==> src/rtl/exc_arb_pkg.sv <==
package exc_arb_pkg;
  localparam int unsigned NUM_SRC = 4;
  localparam int unsigned CODE_W  = $clog2(NUM_SRC);
  localparam int unsigned KIND_W  = 3;

  typedef enum logic [CODE_W-1:0] {
    EXC_RESET = 2'd0,
    EXC_TRACE = 2'd1,
    EXC_IRQ   = 2'd2,
    EXC_TRAP  = 2'd3
  } exc_code_e;

  typedef enum logic [KIND_W-1:0] {
    KIND_NORMAL   = 3'd0,
    KIND_CCR_MOD  = 3'd1,
    KIND_RET_EXC  = 3'd2,
    KIND_RST_DONE = 3'd3
  } bnd_kind_e;
endpackage

==> src/rtl/exc_reset_ctl.sv <==
module exc_reset_ctl (
  input  logic clk,
  input  logic rst_n,
  input  logic res_pin,
  input  logic wdt_ovf,
  input  logic nmi_pin,
  output logic rst_start,
  output logic exec_st,
  output logic rst_is_por
);
  logic res_q, res_d;
  logic armed_q, armed_d;
  logic por_q, por_d;

  always_comb begin
    exec_st   = armed_q & res_pin;
    rst_start = (res_pin & ~res_q) | (wdt_ovf & exec_st);
    res_d     = res_pin;
    armed_d   = armed_q | rst_start;
    por_d     = rst_start ? nmi_pin : por_q;
  end

  always_ff @(posedge clk or negedge rst_n) begin
    if (!rst_n) begin
      res_q   <= 1'b1;
      armed_q <= 1'b0;
      por_q   <= 1'b1;
    end else begin
      res_q   <= res_d;
      armed_q <= armed_d;
      por_q   <= por_d;
    end
  end

  assign rst_is_por = por_q;
endmodule

==> src/rtl/exc_req_qual.sv <==
module exc_req_qual
  import exc_arb_pkg::*;
#(
  parameter int unsigned MODE_W     = 2,
  parameter int unsigned TRACE_MODE = 2
) (
  input  logic               clk,
  input  logic               rst_n,
  input  logic               exec_st,
  input  logic               rst_start,
  input  logic               bnd_valid,
  input  logic [KIND_W-1:0]  bnd_kind,
  input  logic               busy,
  input  logic               trace_flag,
  input  logic [MODE_W-1:0]  intm,
  input  logic               irq_pend,
  input  logic               trap_req,
  input  logic               trap_taken,
  output logic [NUM_SRC-1:0] req
);
  logic trap_q, trap_d;
  logic accept, trace_ok, irq_ok, trap_ok;

  always_comb begin
    accept   = bnd_valid & exec_st & ~busy & ~rst_start;
    trace_ok = trace_flag & (intm == MODE_W'(TRACE_MODE))
             & (bnd_kind != KIND_RET_EXC);
    irq_ok   = irq_pend & (bnd_kind != KIND_CCR_MOD)
             & (bnd_kind != KIND_RST_DONE);
    trap_ok  = exec_st & (trap_q | trap_req);

    req            = '0;
    req[EXC_RESET] = rst_start;
    req[EXC_TRACE] = accept & trace_ok;
    req[EXC_IRQ]   = accept & irq_ok;
    req[EXC_TRAP]  = accept & trap_ok;

    if (!exec_st || rst_start) trap_d = 1'b0;
    else                       trap_d = trap_ok & ~trap_taken;
  end

  always_ff @(posedge clk or negedge rst_n) begin
    if (!rst_n) trap_q <= 1'b0;
    else        trap_q <= trap_d;
  end
endmodule

==> src/rtl/exc_prio_enc.sv <==
module exc_prio_enc #(
  parameter int unsigned N = 4,
  localparam int unsigned IW = (N > 1) ? $clog2(N) : 1
) (
  input  logic [N-1:0]  req,
  output logic [N-1:0]  gnt,
  output logic [IW-1:0] idx
);
  logic [N-1:0] seen;

  assign gnt[0]  = req[0];
  assign seen[0] = req[0];

  genvar g;
  generate
    for (g = 1; g < N; g++) begin : g_chain
      assign gnt[g]  = req[g] & ~seen[g-1];
      assign seen[g] = seen[g-1] | req[g];
    end
  endgenerate

  always_comb begin
    idx = '0;
    for (int i = 0; i < N; i++)
      if (gnt[i]) idx = IW'(i);
  end
endmodule

==> src/rtl/exc_arbiter.sv <==
module exc_arbiter
  import exc_arb_pkg::*;
#(
  parameter int unsigned MODE_W     = 2,
  parameter int unsigned TRACE_MODE = 2
) (
  input  logic               clk,
  input  logic               rst_n,
  input  logic               res_pin,
  input  logic               wdt_ovf,
  input  logic               nmi_pin,
  input  logic               irq_pend,
  input  logic               trap_req,
  input  logic               trace_flag,
  input  logic [MODE_W-1:0]  intm,
  input  logic               bnd_valid,
  input  logic [KIND_W-1:0]  bnd_kind,
  input  logic               busy,
  output logic [NUM_SRC-1:0] grant,
  output logic               rst_is_por,
  output logic [CODE_W-1:0]  exc_code
);
  logic               rst_start, exec_st;
  logic [NUM_SRC-1:0] req, gnt_d, grant_q;
  logic [CODE_W-1:0]  idx_d, code_q;

  exc_reset_ctl u_rst (
    .clk        (clk),
    .rst_n      (rst_n),
    .res_pin    (res_pin),
    .wdt_ovf    (wdt_ovf),
    .nmi_pin    (nmi_pin),
    .rst_start  (rst_start),
    .exec_st    (exec_st),
    .rst_is_por (rst_is_por)
  );

  exc_req_qual #(.MODE_W(MODE_W), .TRACE_MODE(TRACE_MODE)) u_qual (
    .clk        (clk),
    .rst_n      (rst_n),
    .exec_st    (exec_st),
    .rst_start  (rst_start),
    .bnd_valid  (bnd_valid),
    .bnd_kind   (bnd_kind),
    .busy       (busy),
    .trace_flag (trace_flag),
    .intm       (intm),
    .irq_pend   (irq_pend),
    .trap_req   (trap_req),
    .trap_taken (gnt_d[EXC_TRAP]),
    .req        (req)
  );

  exc_prio_enc #(.N(NUM_SRC)) u_prio (
    .req (req),
    .gnt (gnt_d),
    .idx (idx_d)
  );

  always_ff @(posedge clk or negedge rst_n) begin
    if (!rst_n) begin
      grant_q <= '0;
      code_q  <= '0;
    end else begin
      grant_q <= gnt_d;
      code_q  <= idx_d;
    end
  end

  assign grant    = grant_q;
  assign exc_code = code_q;
endmodule

==> config.mk <==
export PLATFORM = sky130hd
export DESIGN_NAME = exc_arbiter
export DESIGN_NICKNAME = d
export VERILOG_FILES = /design/src/rtl/exc_arb_pkg.sv /design/src/rtl/exc_reset_ctl.sv /design/src/rtl/exc_req_qual.sv /design/src/rtl/exc_prio_enc.sv /design/src/rtl/exc_arbiter.sv
export SDC_FILE = /design/constraint.sdc
export NUM_CORES = 1
export LEC_CHECK = 0
export CORE_AREA = 2 2 39 41
export CTS_BUF_LIST = sky130_fd_sc_hd__clkbuf_2
export CTS_CLUSTER_DIAMETER = 150
export DETAILED_ROUTE_END_ITERATION = 7
export DIE_AREA = 0 0 41 43
export DONT_BUFFER_PORTS = 1
export PLACE_DENSITY = 0.56
export SLEW_MARGIN = 20
export SYNTH_ARGS = -nofsm -noshare
export SYNTH_HDL_FRONTEND = slang
export SYNTH_SLANG_ARGS = --single-unit
export TNS_END_PERCENT = 20
==> constraint.sdc <==
create_clock -name clk -period 1.2 [get_ports clk]
set_input_delay 0.06 -clock clk [delete_from_list [all_inputs] [get_ports clk]]
set_output_delay 0.06 -clock clk [all_outputs]
set_load 0.01 [all_outputs]
Word level (Yosys, flattened, before mapping) --
Index checks and enable logic that the tools add are counted.
Storage, ports and cells: register bits 10, bits of input ports 15, output and inout port bits 7, logic and storage cells 45
Cells by class: equal/unequal tests 4, muxes and demuxes 4, bitwise operators 29, reductions and logical operators 2
Operators by type and width (count):
- $and A1 B1 Y1 | 18
- $ne A3 B2 Y1 const B | 2
- $not A1 Y1 | 6
- $or A1 B1 Y1 | 5
- $mux W2 | 2
- $ne A3 B1 Y1 const B | 1
- $eq A2 B2 Y1 const B | 1
- $mux W1 | 2
- $logic_not A1 Y1 | 1
- $logic_or A1 B1 Y1 | 1

Longest topological paths before layout --
Gate-level depths: netlist (run 1).
depth in word-level cells 13, depth in mapped cells 3, mapped depth without buffers 3

By module --
Synthesis (run 1) repeated with hierarchy kept, for this count alone.
Second synthesis, totals: cell total of the unflattened synthesis 38, area total of the unflattened synthesis 481.7 sq um
Modules (own cells, without submodules):
- exc_arbiter | instances 1, cells an instance 6, area an instance 150.1 sq um, sequential area each 150.1 sq um
- exc_reset_ctl | instances 1, cells an instance 12, area an instance 148.9 sq um, sequential area each 77.6 sq um
- exc_req_qual | instances 1, cells an instance 11, area an instance 118.9 sq um, sequential area each 25.0 sq um
- exc_prio_enc | instances 1, cells an instance 9, area an instance 63.8 sq um, sequential area each 0.0 sq um

Worst setup path after synthesis (run 1) --
OpenSTA, ideal clock, no wires.
kind flip-flop to flip-flop, start point register u_rst.res_q, end point register code_q[0], in the netlist exc_code[0], setup time 65 ps, data arrival time 994 ps, required time 1135 ps, setup slack 141 ps, cell stages (with the launch flop) 4, buffers on the path 0, period minus slack after synthesis 1059 ps, cell sequence dfstp_2 > and4b_1 > nand2_1 > o21ba_1
Between the ends: word-level cells in the longest chain between the ends 11, elaborated cells between the ends (all ways) 18, classes of those cells mux (3); bitwise (15)
RTL lines:
- start: declaration | RTL line exc_reset_ctl.sv:11 | logic res_q, res_d;
- start signal: assignment | RTL line exc_reset_ctl.sv:29 | res_q <= res_d;
- $not A1 Y1 * | RTL line exc_reset_ctl.sv:17 | rst_start = (res_pin & ~res_q) | (wdt_ovf & exec_st);
- $and A1 B1 Y1 * | RTL line exc_reset_ctl.sv:17
- $or A1 B1 Y1 * | RTL line exc_reset_ctl.sv:17
- $not A1 Y1 | RTL line exc_req_qual.sv:25, exc_prio_enc.sv:17
- $and A1 B1 Y1 | RTL line exc_req_qual.sv:25 | accept = bnd_valid & exec_st & ~busy & ~rst_start;
- $and A1 B1 Y1 | RTL line exc_req_qual.sv:34 | req[EXC_TRACE] = accept & trace_ok;
- $or A1 B1 Y1 | RTL line exc_prio_enc.sv:18 | assign seen[g] = seen[g-1] | req[g];
- $not A1 Y1 or $or A1 B1 Y1 (tied branches) | RTL line exc_prio_enc.sv:17, exc_prio_enc.sv:18
- $and A1 B1 Y1 or $not A1 Y1 (tied branches) | RTL line exc_prio_enc.sv:17 | assign gnt[g] = req[g] & ~seen[g-1];
- $mux W2 or $and A1 B1 Y1 (tied branches) | RTL line exc_prio_enc.sv:25, exc_prio_enc.sv:17
- $mux W2 * | RTL line exc_prio_enc.sv:25 | if (gnt[i]) idx = IW'(i);
- named net idx_d[0] | RTL line exc_arbiter.sv:25 | logic [CODE_W-1:0] idx_d, code_q;
- end signal: assignment | RTL line exc_arbiter.sv:66 | code_q <= idx_d;
- end: declaration | RTL line exc_arbiter.sv:25
The timed path passes the listed nets; every way through them passes the cells marked *. A chain may end at the register's enable or synchronous reset.

Worst setup path after layout (run 1) --
Ends and elaborated chain as after synthesis.

==> results of run 1 <==
## cell usage after synthesis
cell type                  n
sky130_fd_sc_hd__nor2_1    3
sky130_fd_sc_hd__a21oi_1   1
sky130_fd_sc_hd__or2_2     1
sky130_fd_sc_hd__dfstp_2   2
sky130_fd_sc_hd__or2b_1    1
sky130_fd_sc_hd__a211oi_2  2
sky130_fd_sc_hd__a21boi_2  1
sky130_fd_sc_hd__and2b_1   1
sky130_fd_sc_hd__o21ai_1   1
sky130_fd_sc_hd__mux2_2    1
sky130_fd_sc_hd__a31oi_1   1
sky130_fd_sc_hd__a211o_1   1
sky130_fd_sc_hd__and4b_1   2
sky130_fd_sc_hd__o21ba_1   1
sky130_fd_sc_hd__dfrtp_1   8
sky130_fd_sc_hd__nand2_2   1
sky130_fd_sc_hd__nand2_1   3
sky130_fd_sc_hd__nor3_1    1
## critical path, delay by kind of cell, from the launching register on
kind | cells | cell delay [ps]
flops | 1 | 540
simple gates | 2 | 320
compound gates | 1 | 230
## metal layers
layer | share of wire | vias to the layer above | global-route usage
li1 | - | 133 | -
met1 | 0.40 | 148 | 0.1405
met2 | 0.48 | 21 | 0.1469
met3 | 0.082 | 3 | 0
met4 | 0.033 | 0 | 0.1400
met5 | 0 | - | 0
## layout make-up
type	instances	area [um2]
clock buffers	3	15.01
clock inverters	1	3.754
fillers	135	867.1
multi-input cells	22	165.2
flip-flops and latches	10	252.7
well taps	16	20.02
repair buffers	6	60.06
## layout by cell type, fill, tap and decap left out, types with 2 or more instances in the layout
master,instances
sky130_fd_sc_hd__dfrtp_1,8
sky130_fd_sc_hd__dlygate4sd3_1,6
sky130_fd_sc_hd__nor2_1,3
sky130_fd_sc_hd__clkbuf_2,3
sky130_fd_sc_hd__nand2_1,2
sky130_fd_sc_hd__and4b_1,2
sky130_fd_sc_hd__nand2_2,2
sky130_fd_sc_hd__a211oi_2,2
sky130_fd_sc_hd__dfstp_2,2
## flip-flops by register name, indices dropped and copies added (netlist names)
name	count
grant	4
exc_code	2
u_qual.trap_q	1
u_rst.armed_q	1
u_rst.res_q	1
u_rst.rst_is_por	1
## cell families after synthesis
logic type,count (synthesis),synth area share
simple gates,13,0.1829
compound gates,8,0.1738
flops,10,0.6158
mux,1,0.02744
## through the flow
| stage | std cells | utilization | cell area, um2 |
|---|---|---|---|
| CTS | 58 | 0.3680 | 509.2 |
| global route | 58 | 0.3734 | 516.7 |
| floorplan | 32 | - | 410.4 |
| finish | 58 | 0.3734 | 516.7 |
| global placement | 48 | 0.3110 | 430.4 |
| detailed placement | 48 | 0.3110 | 430.4 |
## what timing repair did
item / CTS / global route
hold buffers: 6 / 0
endpoints found under the setup margin: 0 / 3
hold endpoints to repair: 17 / 0
gates resized for setup: 0 / 2
## how the worst min path moves through the flow
stage                 from                      end  slack (ps)  depth (start not counted)
6_report          trap_req  u_qual.trap_q$_DFF_PN0_          20                          2
5_1_grt        bnd_kind[1]       grant[1]$_DFF_PN0_          20                          2
4_1_cts           trap_req  u_qual.trap_q$_DFF_PN0_           8                          2
3_5_place_dp         rst_n       grant[1]$_DFF_PN0_        -240                          0
3_3_place_gp         rst_n       grant[1]$_DFF_PN0_        -240                          0
2_1_floorplan        rst_n    exc_code[0]$_DFF_PN0_        -240                          0
## power breakdown
group          total (W)  internal [W]  switching, W
logic          0.0000594     0.0000299     0.0000295
registers       0.000363      0.000353    0.00000994
clock network   0.000188     0.0000723      0.000116
total           0.000610      0.000455      0.000155
==> impl_summary.log, run 1 <==
INFO  metric timing.critical_path.slowest_cell_delay = 540 ps
INFO  metric antenna_violating_nets_post_route = 0
INFO  metric drc = 0
INFO  metric yosys-top-cells-area = sky130_fd_sc_hd__dfrtp_1 (49%), sky130_fd_sc_hd__dfstp_2 (13%), sky130_fd_sc_hd__a211oi_2 (6.1%)
INFO  metric grt_setup_unrepaired = false
INFO  metric crit_type = flip-flop to flip-flop
INFO  metric final_min_period_over_clock_period = 0.9560
INFO  metric boundaryPins = 22
INFO  metric crit_fanout = 4
INFO  metric worstSetupStartpoint = u_rst.res_q$_DFF_PN1_
INFO  metric netlist_area = 410.4 um2
INFO  metric drv.max_cap_violation_count = 0
INFO  metric grt_use_total = 0.1120
INFO  metric post_cts_setup_buffers = 0
INFO  metric fin_worst_hold_slack = 20.00 ps
INFO  metric clock_tree.htree_level_count = 1
INFO  metric setup_ws = 52.82 ps
INFO  metric synth-seq-cells = 10
INFO  metric ctsRootBufferMaster = sky130_fd_sc_hd__clkbuf_2
INFO  metric finalSetupViolations = 0
INFO  metric route.final.wire_length = 868 um
INFO  metric routedWlPerCell = 14.97 um
INFO  metric cp_data_required_time = 1410 ps
INFO  metric hold_class = input pin to flip-flop
INFO  metric slew_violations = 0
INFO  metric drt-vias-per-instance = 5.259
INFO  metric worst_slew_pin_slew = 429.1 ps
INFO  metric cts.sinks = 10
INFO  metric floorplan.initialDensity = 0.2966
INFO  metric critical_path.endpoint = exc_code[0]$_DFF_PN0_
INFO  metric dieArea = 1763 um2
INFO  metric die_y = 43 um
INFO  metric vias_in_the_first_global_route = 292
INFO  metric yosysWarningCount = 0
INFO  metric worstReg2RegStart = u_rst.res_q$_DFF_PN1_
INFO  metric vias = 305
INFO  metric reg2reg_slack = 50 ps
INFO  metric clk_path_buf_depth = 2
INFO  metric synthCells = 32
INFO  metric rows = 14
INFO  metric static-leakage-power = 0.2360 nW
INFO  metric drt_first_iter_violations = 1
INFO  metric area_growth_syn_to_layout = 25.91%
INFO  metric post_synth.cell_area_avg = 12.82 um2
INFO  metric critical_path_cell_by_cell = and4b_1 -> nand2_2 -> o21ba_1
INFO  metric clock_tree_from_tritoncts = done
INFO  metric cts_made_buffers = 3
INFO  metric n_antenna_cell = 0
INFO  metric design_power_total = 0.0006101 W
INFO  metric cp.arrival = 1350 ps
INFO  metric fin_nets = 58
INFO  metric startpoint_type = flip-flop
INFO  metric max_clock_freq = 871.7 MHz
INFO  metric antenna_found_initial = 0
INFO  metric final_tns_setup = 0 ps
INFO  metric synth_seq_area_share = 0.6159
INFO  metric placement.setup.worst_slack = 43.28 ps
INFO  metric regToRegEndpoint = exc_code[0]$_DFF_PN0_
INFO  metric grt_max_degree = 11
INFO  metric layout_min_cycle_time = 1147 ps
INFO  metric yosys.area.top_type = sky130_fd_sc_hd__dfrtp_1
INFO  metric ys_types = 18
INFO  metric yosys.area.top_type_share = 0.4878
INFO  metric critical_path.endpoint_type = flip-flop
INFO  metric drive_gt1_frac = 0.3095
INFO  metric grt-ovfl-total = 0
INFO  metric global_route_wire_length_before_repair = 1.228 mm
INFO  metric timing.reg2reg.worst_path_depth = 3
INFO  metric powerDensity = 1181 nW/um2
INFO  metric max-vdd-ir-drop = 0.2610 mV
INFO  metric maxSlewHeadroom = 0.7130
INFO  metric drt_pre_antenna_iters = 3
INFO  metric numPortBuffers = 0
INFO  metric floorplan.die.width = 41 um
INFO  metric gp_congestion = 0.7774
INFO  metric hold_violations = 0
INFO  metric syn_nets = 47
INFO  metric outcome = complete, no violations
INFO  metric cts.reportedPaths.clkPinSlew = 90 ps
INFO  metric critPathSlowestCell = sky130_fd_sc_hd__dfstp_2
INFO  metric worst_skew_pair.late_latency = 260 ps
INFO  metric floorplan.core_area = 1384 um2
INFO  metric timing.clock.skew = 3.778 ps
Power figures use the tool's default switching activity.
==> run 2, diff against run 1 <==
--- a/config.mk
+++ b/config.mk
@@ -12,8 +12,9 @@
 export DIE_AREA = 0 0 41 43
 export DONT_BUFFER_PORTS = 1
-export PLACE_DENSITY = 0.56
+export PLACE_DENSITY = 0.62
 export SLEW_MARGIN = 20
 export SYNTH_ARGS = -nofsm -noshare
 export SYNTH_HDL_FRONTEND = slang
+export SYNTH_HIERARCHICAL = 1
 export SYNTH_SLANG_ARGS = --single-unit
 export TNS_END_PERCENT = 20
==> constraint.sdc (replaced) <==
create_clock -name clk -period 1.2 [get_ports clk]
set_input_delay 0.18 -clock clk [delete_from_list [all_inputs] [get_ports clk]]
set_output_delay 0.18 -clock clk [all_outputs]
set_load 0.01 [all_outputs]
==> run 2 against run 1 <==
Compared with the run above:
- the flow now finishes with violations (negative setup slack)
- register-to-register slack worse by 590 ps
- clock skew is 2.6 ps lower
- highest routed layer unchanged
- largest power group unchanged
- largest cell class unchanged
- power increased by 2.3%
==> impl_summary.log, run 2 <==
INFO  metric worst_slew_pin_slew = 433.3 ps
INFO  metric post_synth_xor_area_fraction = 0
INFO  metric drt_pre_antenna_iters = 4
INFO  metric antenna_found_initial = 0
INFO  metric internal_power = 0.0004724 W
INFO  metric ctsRootBufferMaster = sky130_fd_sc_hd__clkbuf_2
INFO  metric outcome = complete, but fails checks
INFO  metric crit_type = flip-flop to flip-flop
INFO  metric synth-seq-cells = 10
INFO  metric synth_edf_count = 0
INFO  metric clock_tree_from_tritoncts = done
INFO  metric layout_min_cycle_time = 1734 ps
INFO  metric final_min_period_over_clock_period = 1.445
INFO  metric netlist_area = 481.7 um2
INFO  metric seq_area = 252.7 um2
INFO  metric p_sw_frac = 0.2432
INFO  metric timing.clock.skew = 1.174 ps
INFO  metric drc = 0
INFO  metric floorplan.initialDensity = 0.3481
INFO  metric reg2reg_slack = -530 ps
INFO  metric crit_fanout = 3
INFO  metric synthCells = 38
INFO  metric combinational_family_with_the_most_area_after_synthesis = simple AND/OR/NAND/NOR gates
INFO  metric clock_network_fraction_of_design_power = 0.285
INFO  metric worst_skew_pair.late_latency = 240 ps
INFO  metric violations_in_the_final_reports = negative setup slack
INFO  metric finalSetupViolations = 6
INFO  metric post_synth.cell_area_avg = 12.68 um2
INFO  metric timing.hold.worst_path_depth = 2
INFO  metric powerDensity = 1018 nW/um2
INFO  metric static-leakage-power = 0.2651 nW
INFO  metric multiInputGateArea = 226.5 um2
INFO  metric ys_types = 23
INFO  metric drt-vias-per-instance = 4.955
INFO  metric grt-ovfl-total = 0
INFO  metric cts.sinks = 10
INFO  metric slew_violations = 0
INFO  metric final_core_util = 0.4430
INFO  metric gp_congestion = 0.7589
INFO  metric yosys.area.top_type = sky130_fd_sc_hd__dfrtp_1
INFO  metric yosysWarningCount = 6
INFO  metric hold_class = input pin to flip-flop
INFO  metric critical_path.endpoint_type = flip-flop
INFO  metric floorplan.core_area = 1384 um2
INFO  metric fin_nets = 67
INFO  metric synth_most_common_cell = sky130_fd_sc_hd__dfrtp_1
INFO  metric n_antenna_cell = 0
INFO  metric global_route_wire_length_before_repair = 1.386 mm
INFO  metric muxShareOfSynthArea = 0
INFO  metric worstReg2RegStart = u_rst/res_q$_DFF_PN1_
INFO  metric fin_cells = 67
INFO  metric dp_hpwl = 701.7 um
INFO  metric yosys.area.top_type_share = 0.4156
INFO  metric power_frac_comb = 0.128
INFO  metric final_common_cell = sky130_fd_sc_hd__buf_4
INFO  metric yosys-top-cells-area = sky130_fd_sc_hd__dfrtp_1 (42%), sky130_fd_sc_hd__dfstp_2 (11%), sky130_fd_sc_hd__nand4bb_4 (5.7%)
INFO  metric grt_max_degree = 11
INFO  metric regToRegEndpoint = u_qual/trap_q$_DFF_PN0_
INFO  metric fin_worst_hold_slack = 69.53 ps
INFO  metric cts_made_buffers = 3
INFO  metric max_clock_freq = 576.6 MHz
INFO  metric dieArea = 1763 um2
INFO  metric antenna_violating_nets_post_route = 0
INFO  metric vias_in_the_first_global_route = 369
INFO  metric power.share.sequential = 0.587
INFO  metric filler_cell_count = 134
INFO  metric rows = 14
INFO  metric boundaryPins = 22
INFO  metric drive_gt1_frac = 0.5098
INFO  metric synth_compound_gate_area_share = 0.09351
INFO  metric die_y = 43 um
INFO  metric routedWlPerCell = 13.18 um
INFO  metric drv.max_cap_violation_count = 0
INFO  metric mostFrequentLayoutCells = sky130_fd_sc_hd__buf_4 (9), sky130_fd_sc_hd__dfrtp_1 (8), sky130_fd_sc_hd__nor2_1 (5)
INFO  metric cts.reportedPaths.clkPinSlew = 90 ps
INFO  metric clk_path_buf_depth = 2
INFO  metric timing.hold.worst_endpoint = u_rst/rst_is_por$_DFFE_PN1P_
INFO  metric cp_data_required_time = 1350 ps
INFO  metric synth_seq_area_share = 0.5247
INFO  metric place.detailed.instances = 60
INFO  metric grt_use_total = 0.1230
INFO  metric area_growth_syn_to_layout = 27.27%
INFO  metric floorplan.die.width = 41 um
INFO  metric max-vdd-ir-drop = 0.3095 mV
INFO  metric drt_first_iter_violations = 4
INFO  metric clock_tree.htree_level_count = 1
INFO  metric setup_ws = -534.3 ps
INFO  metric async_reset_ff_frac = 1.000
INFO  metric cp.arrival = 1880 ps
INFO  metric synth_commonest_cells = sky130_fd_sc_hd__dfrtp_1 (8), sky130_fd_sc_hd__nor2_1 (5)
INFO  metric vias = 332
INFO  metric startpoint_type = flip-flop
INFO  metric timing.reg2reg.worst_path_depth = 7
INFO  metric postSynth.topFlopCell = sky130_fd_sc_hd__dfrtp_1
INFO  metric synth_simple_gate_area_share = 0.3351
INFO  metric hold_violations = 0
INFO  metric hold_path.startpoint = res_pin
INFO  metric syn_nets = 53
INFO  metric route.final.wire_length = 883 um
INFO  metric max_reg_flops = 4
INFO  metric maxSlewHeadroom = 0.7102
INFO  metric switching_power_summed_over_all_nets = 0.0001518 W
INFO  metric grt_setup_unrepaired = true
INFO  metric synth_adder_area_share = 0
INFO  metric numPortBuffers = 0
-- run 2: changes by cell type after synthesis, moves of 2 or more --
cell                      delta
sky130_fd_sc_hd__and4b_1     -2
sky130_fd_sc_hd__buf_4       +2
sky130_fd_sc_hd__inv_1       +2
sky130_fd_sc_hd__nand2_1     -2
sky130_fd_sc_hd__nor2_1      +2
sky130_fd_sc_hd__nor2b_1     +2
-- run 2: per-layer routing --
metal / track usage / share of wire / vias to the layer above
met4: 0.1267 / 0.031 / 0
met3: 0.04712 / 0.12 / 4
met1: 0.1171 / 0.37 / 151
met5: 0 / 0 / -
li1: - / - / 154
met2: 0.1813 / 0.47 / 23
-- run 2: cell type report --
class                   instances  share of cell area
repair buffers                 11              0.1429
clock buffers                   3             0.02449
well taps                      16             0.03265
inverters                       2             0.01224
flip-flops and latches         10              0.4122
multi-input cells              24              0.3694
clock inverters                 1            0.006122
-- run 2: kinds of logic after synthesis --
family / after synthesis
AO/OA/AOI/OAI: 4
AND/OR/NAND/NOR: 20
flip-flops: 10
buffers and inverters: 4
-- run 2: critical path, cell delays in order (launching register included) --
cell and delay [ps]:
sky130_fd_sc_hd__dfstp_2 550, sky130_fd_sc_hd__a21boi_4 180, sky130_fd_sc_hd__nor2b_2 60, sky130_fd_sc_hd__nand4bb_4 210, sky130_fd_sc_hd__nor3b_2 210, sky130_fd_sc_hd__nand2b_4 160
sky130_fd_sc_hd__nor3_2 50, sky130_fd_sc_hd__nor4b_2 220
-- run 2: through the flow --
stage	power (W)	setup TNS, ps	setup WS, ps	instance area, um2
floorplan	0.0004229	-2089	-534.1	485.5
global placement	0.0004331	-2472	-524.8	550.5
detailed placement	0.0004368	-2812	-626.3	550.5
CTS	0.0006370	-2961	-559.8	613.1
global route	0.0006578	-3400	-605.7	613.1
finish	0.0006242	-2874	-534.3	613.1
-- run 2: worst max-delay path by stage --
stage / start / to
5_1_grt: u_rst/res_q$_DFF_PN1_ / u_qual/trap_q$_DFF_PN0_
3_3_place_gp: u_rst/res_q$_DFF_PN1_ / u_qual/trap_q$_DFF_PN0_
6_report: u_rst/res_q$_DFF_PN1_ / u_qual/trap_q$_DFF_PN0_
3_5_place_dp: u_rst/res_q$_DFF_PN1_ / u_qual/trap_q$_DFF_PN0_
4_1_cts: u_rst/res_q$_DFF_PN1_ / u_qual/trap_q$_DFF_PN0_
2_1_floorplan: u_rst/res_q$_DFF_PN1_ / u_qual/trap_q$_DFF_PN0_
-- run 2: power by group through the flow --
stage | Combinational (W) | Clock, W | Sequential, W
after floorplan | 0.0000514 | 0 | 0.000371
after global placement | 0.0000614 | 0 | 0.000372
after detailed placement | 0.0000638 | 0 | 0.000373
after CTS | 0.0000809 | 0.000190 | 0.000367
after global routing | 0.0000883 | 0.000201 | 0.000368
final | 0.0000800 | 0.000178 | 0.000366
-- run 2: what timing repair did --
action / in CTS / in global routing
setup buffers: 1 / 0
setup endpoints to repair: 6 / 6
hold buffers: 2 / 0
pin swaps: 1 / 0
gates resized for setup: 3 / 0
hold endpoints to repair: 11 / 0
